$ cat config.mk
export PLATFORM = sky130hd
export DESIGN_NAME = i2c_wake_seq
export DESIGN_NICKNAME = d
export VERILOG_FILES = /design/src/rtl/iwk_pkg.sv /design/src/rtl/iwk_sync.sv /design/src/rtl/iwk_timer.sv /design/src/rtl/iwk_seq.sv /design/src/rtl/i2c_wake_seq.sv
export SDC_FILE = /design/constraint.sdc
export NUM_CORES = 1
export LEC_CHECK = 0
export ABC_AREA = 1
export CORE_MARGIN = 3
export CORE_UTILIZATION = 61
export DETAILED_ROUTE_END_ITERATION = 6
export DONT_BUFFER_PORTS = 1
export HOLD_SLACK_MARGIN = 0.08
export PLACE_DENSITY = 0.87
export SETUP_SLACK_MARGIN = 0.05
export SLEW_MARGIN = 5
export SYNTH_ARGS = -nofsm -noshare
export SYNTH_HDL_FRONTEND = slang
export SYNTH_SLANG_ARGS = --single-unit
$ cat constraint.sdc
create_clock -name clk -period 5.2 [get_ports clk]
set_clock_uncertainty 0.1 [all_clocks]
set_input_delay 0.52 -clock clk [delete_from_list [all_inputs] [get_ports clk]]
set_output_delay 0.52 -clock clk [all_outputs]
set_load 0.1 [all_outputs]
$ cat src/rtl/iwk_pkg.sv
package iwk_pkg;

   typedef enum logic [2:0] {
      S_IDLE,
      S_STA_A,
      S_STA_B,
      S_BIT,
      S_BOOT,
      S_STO_A,
      S_STO_B,
      S_STO_C
   } iwk_state_e;

   // SDA-low span of the dummy frame in quarter periods: START hold + 8 bits.
   localparam int unsigned LOW_QUARTERS = 33;

   function automatic int unsigned dummy_quarter(input int unsigned qn,
                                                 input int unsigned wake_low);
      int unsigned need;
      need = wake_low / LOW_QUARTERS + 1;
      return (need > qn) ? need : qn;
   endfunction

   function automatic int unsigned max2(input int unsigned a, input int unsigned b);
      return (a > b) ? a : b;
   endfunction

endpackage

$ cat src/rtl/iwk_sync.sv
module iwk_sync #(
   parameter int unsigned STAGES = 2,
   parameter int unsigned W      = 2
) (
   input  logic         clk,
   input  logic         rst_n,
   input  logic [W-1:0] d,
   output logic [W-1:0] q
);
   generate
      if (STAGES == 0) begin : g_pass
         assign q = d;
      end else begin : g_chain
         logic [STAGES-1:0][W-1:0] pipe;
         always_ff @(posedge clk or negedge rst_n) begin
            if (!rst_n) begin
               pipe <= '1;
            end else begin
               pipe[0] <= d;
               for (int i = 1; i < STAGES; i++) pipe[i] <= pipe[i-1];
            end
         end
         assign q = pipe[STAGES-1];
      end
   endgenerate
endmodule

$ cat src/rtl/iwk_timer.sv
module iwk_timer #(
   parameter int unsigned W = 8
) (
   input  logic         clk,
   input  logic         rst_n,
   input  logic         load,
   input  logic [W-1:0] load_val,
   input  logic         hold,
   output logic         zero
);
   logic [W-1:0] cnt_q;

   always_ff @(posedge clk or negedge rst_n) begin
      if (!rst_n)                       cnt_q <= '0;
      else if (load)                    cnt_q <= load_val;
      else if (!hold && cnt_q != '0)    cnt_q <= cnt_q - 1'b1;
   end

   assign zero = (cnt_q == '0);
endmodule

$ cat src/rtl/iwk_seq.sv
module iwk_seq
   import iwk_pkg::*;
#(
   parameter int unsigned ADDR_W = 7,
   parameter int unsigned QN     = 2,
   parameter int unsigned QD     = 4,
   parameter int unsigned BOOT   = 150,
   parameter int unsigned TW     = 8
) (
   input  logic              clk,
   input  logic              rst_n,
   input  logic              req,
   input  logic [ADDR_W-1:0] addr,
   input  logic              scl_s,
   input  logic              sda_s,
   input  logic              t_zero,
   output logic              t_load,
   output logic [TW-1:0]     t_len,
   output logic              t_hold,
   output logic              scl_lo,
   output logic              sda_lo,
   output logic              done,
   output logic              ready,
   output logic              fail
);
   localparam int unsigned FRAME_W = ADDR_W + 1;
   localparam int unsigned BW      = $clog2(FRAME_W + 1);
   localparam logic [BW-1:0] ACK_IDX = BW'(FRAME_W);
   localparam logic [TW-1:0] LEN_N   = TW'(QN - 1);
   localparam logic [TW-1:0] LEN_D   = TW'(QD - 1);
   localparam logic [TW-1:0] LEN_B   = TW'(BOOT - 1);

   iwk_state_e          st_q, st_d;
   logic [1:0]          q_q, q_d;
   logic [BW-1:0]       bi_q, bi_d;
   logic                real_q, real_d;
   logic [FRAME_W-1:0]  sh_q, sh_d;
   logic [ADDR_W-1:0]   addr_q, addr_d;
   logic                ack_q, ack_d;
   logic                done_d, rdy_d, fail_d;
   logic                adv;
   logic [TW-1:0]       ql;

   assign ql     = real_q ? LEN_N : LEN_D;
   assign t_hold = (st_q == S_STA_A) && !(scl_s && sda_s);
   assign adv    = (st_q != S_IDLE) && t_zero && !t_hold;

   always_comb begin
      st_d   = st_q;
      q_d    = q_q;
      bi_d   = bi_q;
      real_d = real_q;
      sh_d   = sh_q;
      addr_d = addr_q;
      ack_d  = ack_q;
      done_d = 1'b0;
      rdy_d  = ready;
      fail_d = fail;
      t_load = 1'b0;
      t_len  = ql;
      case (st_q)
         S_IDLE: begin
            if (req) begin
               st_d   = S_STA_A;
               real_d = 1'b0;
               sh_d   = '0;
               addr_d = addr;
               rdy_d  = 1'b0;
               fail_d = 1'b0;
               q_d    = 2'd0;
               bi_d   = '0;
               t_load = 1'b1;
               t_len  = LEN_D;
            end
         end
         S_STA_A: begin
            if (adv) begin
               st_d   = S_STA_B;
               t_load = 1'b1;
            end
         end
         S_STA_B: begin
            if (adv) begin
               st_d   = S_BIT;
               q_d    = 2'd0;
               bi_d   = '0;
               t_load = 1'b1;
            end
         end
         S_BIT: begin
            if (adv) begin
               t_load = 1'b1;
               if (q_q == 2'd2 && bi_q == ACK_IDX) ack_d = !sda_s;
               if (q_q != 2'd3) begin
                  q_d = q_q + 2'd1;
               end else if (bi_q != ACK_IDX) begin
                  q_d  = 2'd0;
                  bi_d = bi_q + 1'b1;
                  sh_d = {sh_q[FRAME_W-2:0], 1'b0};
               end else if (!real_q) begin
                  st_d   = S_BOOT;
                  real_d = 1'b1;
                  t_len  = LEN_B;
               end else begin
                  st_d = S_STO_A;
               end
            end
         end
         S_BOOT: begin
            if (adv) begin
               st_d   = S_STA_A;
               sh_d   = {addr_q, 1'b0};
               q_d    = 2'd0;
               bi_d   = '0;
               t_load = 1'b1;
               t_len  = LEN_N;
            end
         end
         S_STO_A: begin
            if (adv) begin
               st_d   = S_STO_B;
               t_load = 1'b1;
            end
         end
         S_STO_B: begin
            if (adv) begin
               st_d   = S_STO_C;
               t_load = 1'b1;
            end
         end
         S_STO_C: begin
            if (adv) begin
               st_d   = S_IDLE;
               done_d = 1'b1;
               rdy_d  = ack_q;
               fail_d = !ack_q;
            end
         end
         default: st_d = S_IDLE;
      endcase
   end

   always_ff @(posedge clk or negedge rst_n) begin
      if (!rst_n) begin
         st_q   <= S_IDLE;
         q_q    <= 2'd0;
         bi_q   <= '0;
         real_q <= 1'b0;
         sh_q   <= '0;
         addr_q <= '0;
         ack_q  <= 1'b0;
         done   <= 1'b0;
         ready  <= 1'b0;
         fail   <= 1'b0;
      end else begin
         st_q   <= st_d;
         q_q    <= q_d;
         bi_q   <= bi_d;
         real_q <= real_d;
         sh_q   <= sh_d;
         addr_q <= addr_d;
         ack_q  <= ack_d;
         done   <= done_d;
         ready  <= rdy_d;
         fail   <= fail_d;
      end
   end

   // Line controls decoded straight from state registers.
   assign scl_lo = (st_q == S_BIT && !q_q[1]) || st_q == S_STO_A || st_q == S_STO_B;
   assign sda_lo = (st_q == S_STA_B)
                || (st_q == S_BIT && bi_q != ACK_IDX && !sh_q[FRAME_W-1])
                || (st_q == S_STO_B) || (st_q == S_STO_C);
endmodule

$ cat src/rtl/i2c_wake_seq.sv
module i2c_wake_seq
   import iwk_pkg::*;
#(
   parameter int unsigned ADDR_W       = 7,
   parameter int unsigned QUARTER_CYC  = 250,
   parameter int unsigned WAKE_LOW_CYC = 13000,
   parameter int unsigned BOOT_CYC     = 310000,
   parameter int unsigned SYNC_STAGES  = 2
) (
   input  logic              clk,
   input  logic              rst_n,
   input  logic              wake_req,
   input  logic [ADDR_W-1:0] dev_addr,
   output logic              wake_done,
   output logic              dev_ready,
   output logic              dev_fail,
   input  logic              scl_in,
   input  logic              sda_in,
   output logic              scl_drive_low,
   output logic              sda_drive_low
);
   localparam int unsigned QD = dummy_quarter(QUARTER_CYC, WAKE_LOW_CYC);
   localparam int unsigned TW = $clog2(max2(BOOT_CYC, QD) + 1);

   generate
      if (ADDR_W != 7)      begin : g_bad_addr  $error("ADDR_W must be 7");          end
      if (QUARTER_CYC < 2)  begin : g_bad_q     $error("QUARTER_CYC must be >= 2");  end
      if (BOOT_CYC < 1)     begin : g_bad_boot  $error("BOOT_CYC must be >= 1");     end
      if (SYNC_STAGES > 3)  begin : g_bad_sync  $error("SYNC_STAGES must be <= 3");  end
   endgenerate

   logic [1:0]    lines_s;
   logic          t_load, t_hold, t_zero;
   logic [TW-1:0] t_len;

   iwk_sync #(.STAGES(SYNC_STAGES), .W(2)) u_sync (
      .clk   (clk),
      .rst_n (rst_n),
      .d     ({scl_in, sda_in}),
      .q     (lines_s)
   );

   iwk_timer #(.W(TW)) u_timer (
      .clk      (clk),
      .rst_n    (rst_n),
      .load     (t_load),
      .load_val (t_len),
      .hold     (t_hold),
      .zero     (t_zero)
   );

   iwk_seq #(
      .ADDR_W (ADDR_W),
      .QN     (QUARTER_CYC),
      .QD     (QD),
      .BOOT   (BOOT_CYC),
      .TW     (TW)
   ) u_seq (
      .clk    (clk),
      .rst_n  (rst_n),
      .req    (wake_req),
      .addr   (dev_addr),
      .scl_s  (lines_s[1]),
      .sda_s  (lines_s[0]),
      .t_zero (t_zero),
      .t_load (t_load),
      .t_len  (t_len),
      .t_hold (t_hold),
      .scl_lo (scl_drive_low),
      .sda_lo (sda_drive_low),
      .done   (wake_done),
      .ready  (dev_ready),
      .fail   (dev_fail)
   );
endmodule

==> flow_summary.ini, run 1 <==
[yosys]
synth_edf_count = 0
synthCells = 390
synth_area_leaders = dfrtp_1 (40%), nand2_1 (14%), nor2_1 (6.6%), inv_1 (6.3%), o21ai_0 (4.8%)
synth_area_mm2 = 0.002922
synth-async-reset-ratio_pct = 100.0
yosys.area.top_type = dfrtp_1
ys_seq_elements = 51
yosys_most_used_dff = dfrtp_1
yosys-top-cells-count = nand2_1 (109), nor2_1 (51), inv_1 (49)
syn_area_per_cell_um2 = 7.491
yosysMostFrequentCell = nand2_1
yosysWarnings = 0
synth_top_cell_area_share_pct = 40.26
synth.yosys.seq_area_share_pct = 43.85
synth_nets = 408
synth.distinct_cells = 34

[cts]
cts_resized = 0
clk_latency_ns = 0.32
cts_max_level = 2
cts_buffer_depth = 2
cts_sinks = 51
clkTransAtPathRegs_ns = 0.11
cts.hold.buffers_added = 2
cts_tree = done
cts-root-buf = clkbuf_8
numCtsBuffers = 5
post_cts_buffers = 0

[pwr]
ir_drop_v = 0.0002989
powerDensity_mw_per_mm2 = 543.0
netSwitchingFraction_pct = 47.92
combPwrFrac_pct = 48.2
pwr-share-seq_pct = 36.6
leakage_nw = 1.537
clkPwrFrac_pct = 15.2
p_sw_mw = 0.8111
total_power_mw = 1.693
cellInternalPower_mw = 0.8814

[layout]
syn_to_final_growth_pct = 6.681
final_nets = 413
fillers = 344
final_layout_size_suffix_gt1_share_pct = 9.848
num_antenna_cells = 0

[global_routing]
antenna_found_initial = 0
grt_max_degree = 52
grt_pass1_wl_um = 9970
grt_pass1_vias = 2251
grt_usage_pct = 22.82
overflow = 0

[setup_path]
r2r_cells = 11
path_max_fanout = 12
cp_data_required_time_ns = 4.58
cp-end-kind = output port
critical_path.startpoint_type = flip-flop
cp.arrival_ns = 2.83
critPathKind = reg -> out

[sta]
slew_headroom_pct = 25.28
tightest_slew_ns = 1.123
timing.final.crit_period_ns = 3.451
rsz0062_at_grt = no
tns_ns = 0
finalCritPeriodShare_pct = 66.37
fmax_mhz = 289.7
finalSetupViolCount = 0
maxSlewViolCount = 0
hold_viol_final = 0

[floorplan]
start_util_pct = 65.30
fp-row-count = 24
die-area_mm2 = 0.005656
ioPinCount = 17
dieWidth_um = 75.21
coreArea_mm2 = 0.004474
die_height_um = 75.21

[place]
gp_congestion = 0.8794
io_buffers = 0
place_hpwl_um = 4133

[routing]
dr.pass1.iters = 5
route.detailed.drc = 0
wl_per_cell_um = 12.94
detail-route-antenna-nets = 0
drt_iter0_markers = 236
wl_um = 5799
vias_per_cell = 5.451
via_count = 2442

[flow_run]
maxCapViolations = 0

[hold_path]
hold_class = in -> reg
hold_path_depth = 2

[status]
status = finished, final reports clean
## area by class of cell
| cell class | count | area, µm² | share of cell area [%] |
|---|---|---|---|
| multi-input combinational | 279 | 1389 | 44.56 |
| inverter | 53 | 198.9 | 6.383 |
| clock inverter | 3 | 31.28 | 1.004 |
| tap | 52 | 65.06 | 2.088 |
| sequential | 51 | 1281 | 41.11 |
| clock buffer | 5 | 68.82 | 2.208 |
| timing repair buffer | 5 | 82.58 | 2.650 |
## registers in the layout, indices dropped and copies added, names as in the netlist
name                 cells
u_seq.q_q                2
u_seq.bi_q               4
u_timer.cnt_q           19
u_sync.g_chain.pipe      2
u_seq.real_q             1
u_seq.sh_q               7
u_seq.fail               1
u_seq.done               1
u_seq.ready              1
u_seq.addr_q             7
u_seq.st_q               3
u_sync.q                 2
u_seq.ack_q              1
## per-stage QoR
step	instances	util (%)	cell area (µm²)	setup WS, ns	hold WS, ns
6_report	448	69.66	3117	1.749	0.2131
5_1_grt	448	69.66	3117	1.495	0.2006
4_1_cts	446	69.21	3097	1.766	0.08160
3_5_place_dp	436	66.14	2959	2.115	0.1258
3_3_place_gp	436	66.14	2959	2.161	0.1258
2_1_floorplan	390	-	2922	2.096	0.1244
## layer usage
metal / GRT usage [%] / vias up / wire [µm]
met5: 0 / - / 0
met2: 35.98 / 71 / 2744
met1: 32.56 / 1128 / 2722
met3: 3.738 / 6 / 277
li1: - / 1237 / -
met4: 6.796 / 0 / 55
## worst paths after layout
| check | start | to | slack [ns] |
|---|---|---|---|
| max | u_seq.st_q[1] | scl_drive_low | 1.75 |
| min | dev_addr[3] | u_seq.addr_q[3] | 0.21 |
| max reg2reg | u_seq.st_q[2] | u_timer.cnt_q[5] | 2.69 |
| min reg2reg | u_sync.g_chain.pipe[0] | u_sync.q[0] | 0.26 |
| max in group asynchronous | rst_n | u_sync.g_chain.pipe[0] | 4.11 |
| min in group asynchronous | rst_n | u_seq.bi_q[1] | 0.59 |
## power groups by stage
| stage | registers, mW | clock network, mW | logic (mW) |
|---|---|---|---|
| 6_report | 0.619 | 0.257 | 0.816 |
| 5_1_grt | 0.635 | 0.275 | 0.919 |
| 2_1_floorplan | 0.601 | 0 | 0.677 |
| 4_1_cts | 0.617 | 0.261 | 0.813 |
| 3_3_place_gp | 0.619 | 0 | 0.772 |
| 3_5_place_dp | 0.624 | 0 | 0.796 |
## cell usage in the layout (no fill, tap or decap), drive strengths merged
cell type	instances
nor3b	1
nand4	5
o21ai	34
nand2	114
o211ai	1
dlygate4sd3	3
clkinv	1
or2	3
a211oi	1
o22ai	2
nor3	3
buf	1
ha	6
nor2	61
clkbuf	6
xor2	6
dfrtp	47
dfstp	4
o31ai	1
inv	55
nand3	20
xnor2	4
a21oi	8
a31oi	8
nor2b	1
## worst max-delay path, cell delays in order (launching register included)
cell and delay (ns):
dfrtp_1 0.45, nand2_1 0.10, nor2_1 0.63, inv_1 0.40
o22ai_2 0.93
## cells by family (layout without fill, tap and decap cells)
family,count (synthesis),after routing,share of synthesized area (%)
AO/OA/AOI/OAI,55,55,10.49
buffers and inverters,60,66,8.822
flip-flops,51,51,43.85
adder cells (fa/ha/maj),6,6,2.570
XOR/XNOR,10,10,2.998
AND/OR/NAND/NOR,208,208,31.26
Note: power is estimated with default switching activity, not from simulation.
==> run 2, diff against run 1 <==
CORE_UTILIZATION = 57   (was 61)
PLACE_DENSITY = 0.85   (was 0.87)
clock period = 2.9 ns   (was 5.2 ns; I/O delays follow)
==> run 2 against run 1 <==
Effect of this change: global-route usage down 1.8 points; sequential power grew 81%; final cell count rose by 5.6%; critical path type is now reg -> reg; combinational power grew 83%; flip-flop and latch count stayed put; critical endpoint is now u_timer.cnt_q[10].
==> flow_summary.ini, run 2 (synthesis results as in run 1) <==
[layout]
regMostFlops = u_timer.cnt_q
instances_no_fill = 473
final_layout_size_suffix_gt1_share_pct = 10.59
post-route-util_pct = 66.53
final_common_cell = nand2_1
final_cell_mix = nand2_1 (109), nor2_1 (50), inv_1 (49)
reg_top3 = u_timer.cnt_q (19), u_seq.addr_q (7), u_seq.sh_q (7)
num_antenna_cells = 0
final_nets = 423
largest_reg_flops = 19
syn_to_final_growth_pct = 10.41

[floorplan]
fp-row-count = 25
start_util_pct = 60.26
dieWidth_um = 77.59
die-area_mm2 = 0.006020
ioPinCount = 17
coreArea_mm2 = 0.004848
die_height_um = 77.59

[routing]
wl_um = 5809
detail-route-antenna-nets = 0
drt_iter0_markers = 160
via_count = 2509
dr.pass1.iters = 5
route.detailed.drc = 0
vias_per_cell = 5.304
wl_per_cell_um = 12.28

[setup_path]
cp-end-kind = flip-flop
critical_path.startpoint_type = flip-flop
critPathKind = reg -> reg
cp_data_required_time_ns = 3.05
cp.arrival_ns = 2.60
path_max_fanout = 21

[global_routing]
grt_usage_pct = 21.04
overflow = 0
grt_pass1_vias = 2334
antenna_found_initial = 0
grt_pass1_wl_um = 10270
grt_max_degree = 52

[place]
io_buffers = 0
dp_slack_ns = 0.4934
gp_congestion = 0.8680
dp_cells = 454
place_hpwl_um = 4070

[cts]
numCtsBuffers = 5
cts-root-buf = clkbuf_8
cts_max_level = 2
cts_sinks = 51
clkTransAtPathRegs_ns = 0.10
cts_tree = done
cts_buffer_depth = 2
post_cts_buffers = 0
clk_latency_ns = 0.31

[sta]
finalSetupViolCount = 0
slew_headroom_pct = 39.96
tns_ns = 0
hold_viol_final = 0
rsz0062_at_grt = no
timing.final.crit_period_ns = 2.448
fin_ws_ns = 0.4520
maxSlewViolCount = 0
fmax_mhz = 408.5
tightest_slew_ns = 0.9006
finalCritPeriodShare_pct = 84.42

[status]
status = finished, final reports clean

[pwr]
total_power_mw = 3.040
leakage_nw = 1.579
ir_drop_v = 0.0006197
powerDensity_mw_per_mm2 = 942.6

[hold_path]
hold_class = reg -> reg

[flow_run]
maxCapViolations = 0
[run 2: cell count changes in the layout (fill, tap and decap cells not counted)]
cell           before  now
inv_8               2    0
clkinv_4            0    1
nor2_2              7    8
dlygate4sd3_1       3   10
nor2_1             51   50
inv_6               1    2
buf_4               0    3
[run 2: power breakdown]
part | switching [mW] | internal [mW] | leakage (nW)
Sequential | 0.194 | 0.926 | 0.647
Clock | 0.250 | 0.178 | 0.0491
Combinational | 0.999 | 0.494 | 0.883
[run 2: worst paths after layout]
path / startpoint / endpoint / slack [ns] / cells after the start
max in group asynchronous: rst_n / u_sync.q[1] / 2.02 / 2
hold reg to reg: u_sync.g_chain.pipe[0] / u_sync.q[0] / 0.26 / 0
setup / recovery: u_timer.cnt_q[0] / u_timer.cnt_q[10] / 0.45 / 14
setup reg to reg: u_timer.cnt_q[0] / u_timer.cnt_q[10] / 0.45 / 14
hold / removal: u_sync.g_chain.pipe[0] / u_sync.q[0] / 0.26 / 0
min in group asynchronous: rst_n / u_timer.cnt_q[9] / 0.40 / 2
[run 2: layer usage]
layer,vias up,GRT usage [%],part of all wire (%)
met5,-,0,0
met4,0,6.228,1.3
met3,6,4.640,5.0
met2,67,33.73,46
met1,1182,28.59,48
li1,1254,-,-
[run 2: timing repair]
action / CTS / global route
endpoints found under the hold margin: 60 / 0
gates resized for setup: 0 / 0
hold buffers: 11 / 0
[run 2: through the flow]
step	cell area, µm²	hold slack (ns)
2_1_floorplan	2930	-0.1056
3_3_place_gp	3003	-0.1044
3_5_place_dp	3003	-0.1044
4_1_cts	3226	0.2626
5_1_grt	3226	0.2712
6_report	3226	0.2614
[run 2: critical path, cell delays in order (launching register included)]
cell,delay (ns)
dfrtp_1,0.38
inv_1,0.13
ha_1,0.17
inv_1,0.04
nor2_1,0.08
nand2_1,0.07
nor2_2,0.16
nand4_4,0.17
nand2_1,0.11
nand2_2,0.24
nand2_2,0.38
nand2_1,0.13
nand2_1,0.08
nand2_1,0.05
nor2_1,0.09
[run 2: final cells by class]
cell class                      count  area [µm²]
Clock buffer                        5       68.82
Clock inverter                      3       26.28
Fill cell                         377        1623
Inverter                           53       198.9
Multi-Input combinational cell    279        1391
Sequential cell                    51        1281
Tap cell                           67       83.83
Timing Repair Buffer               15       175.2
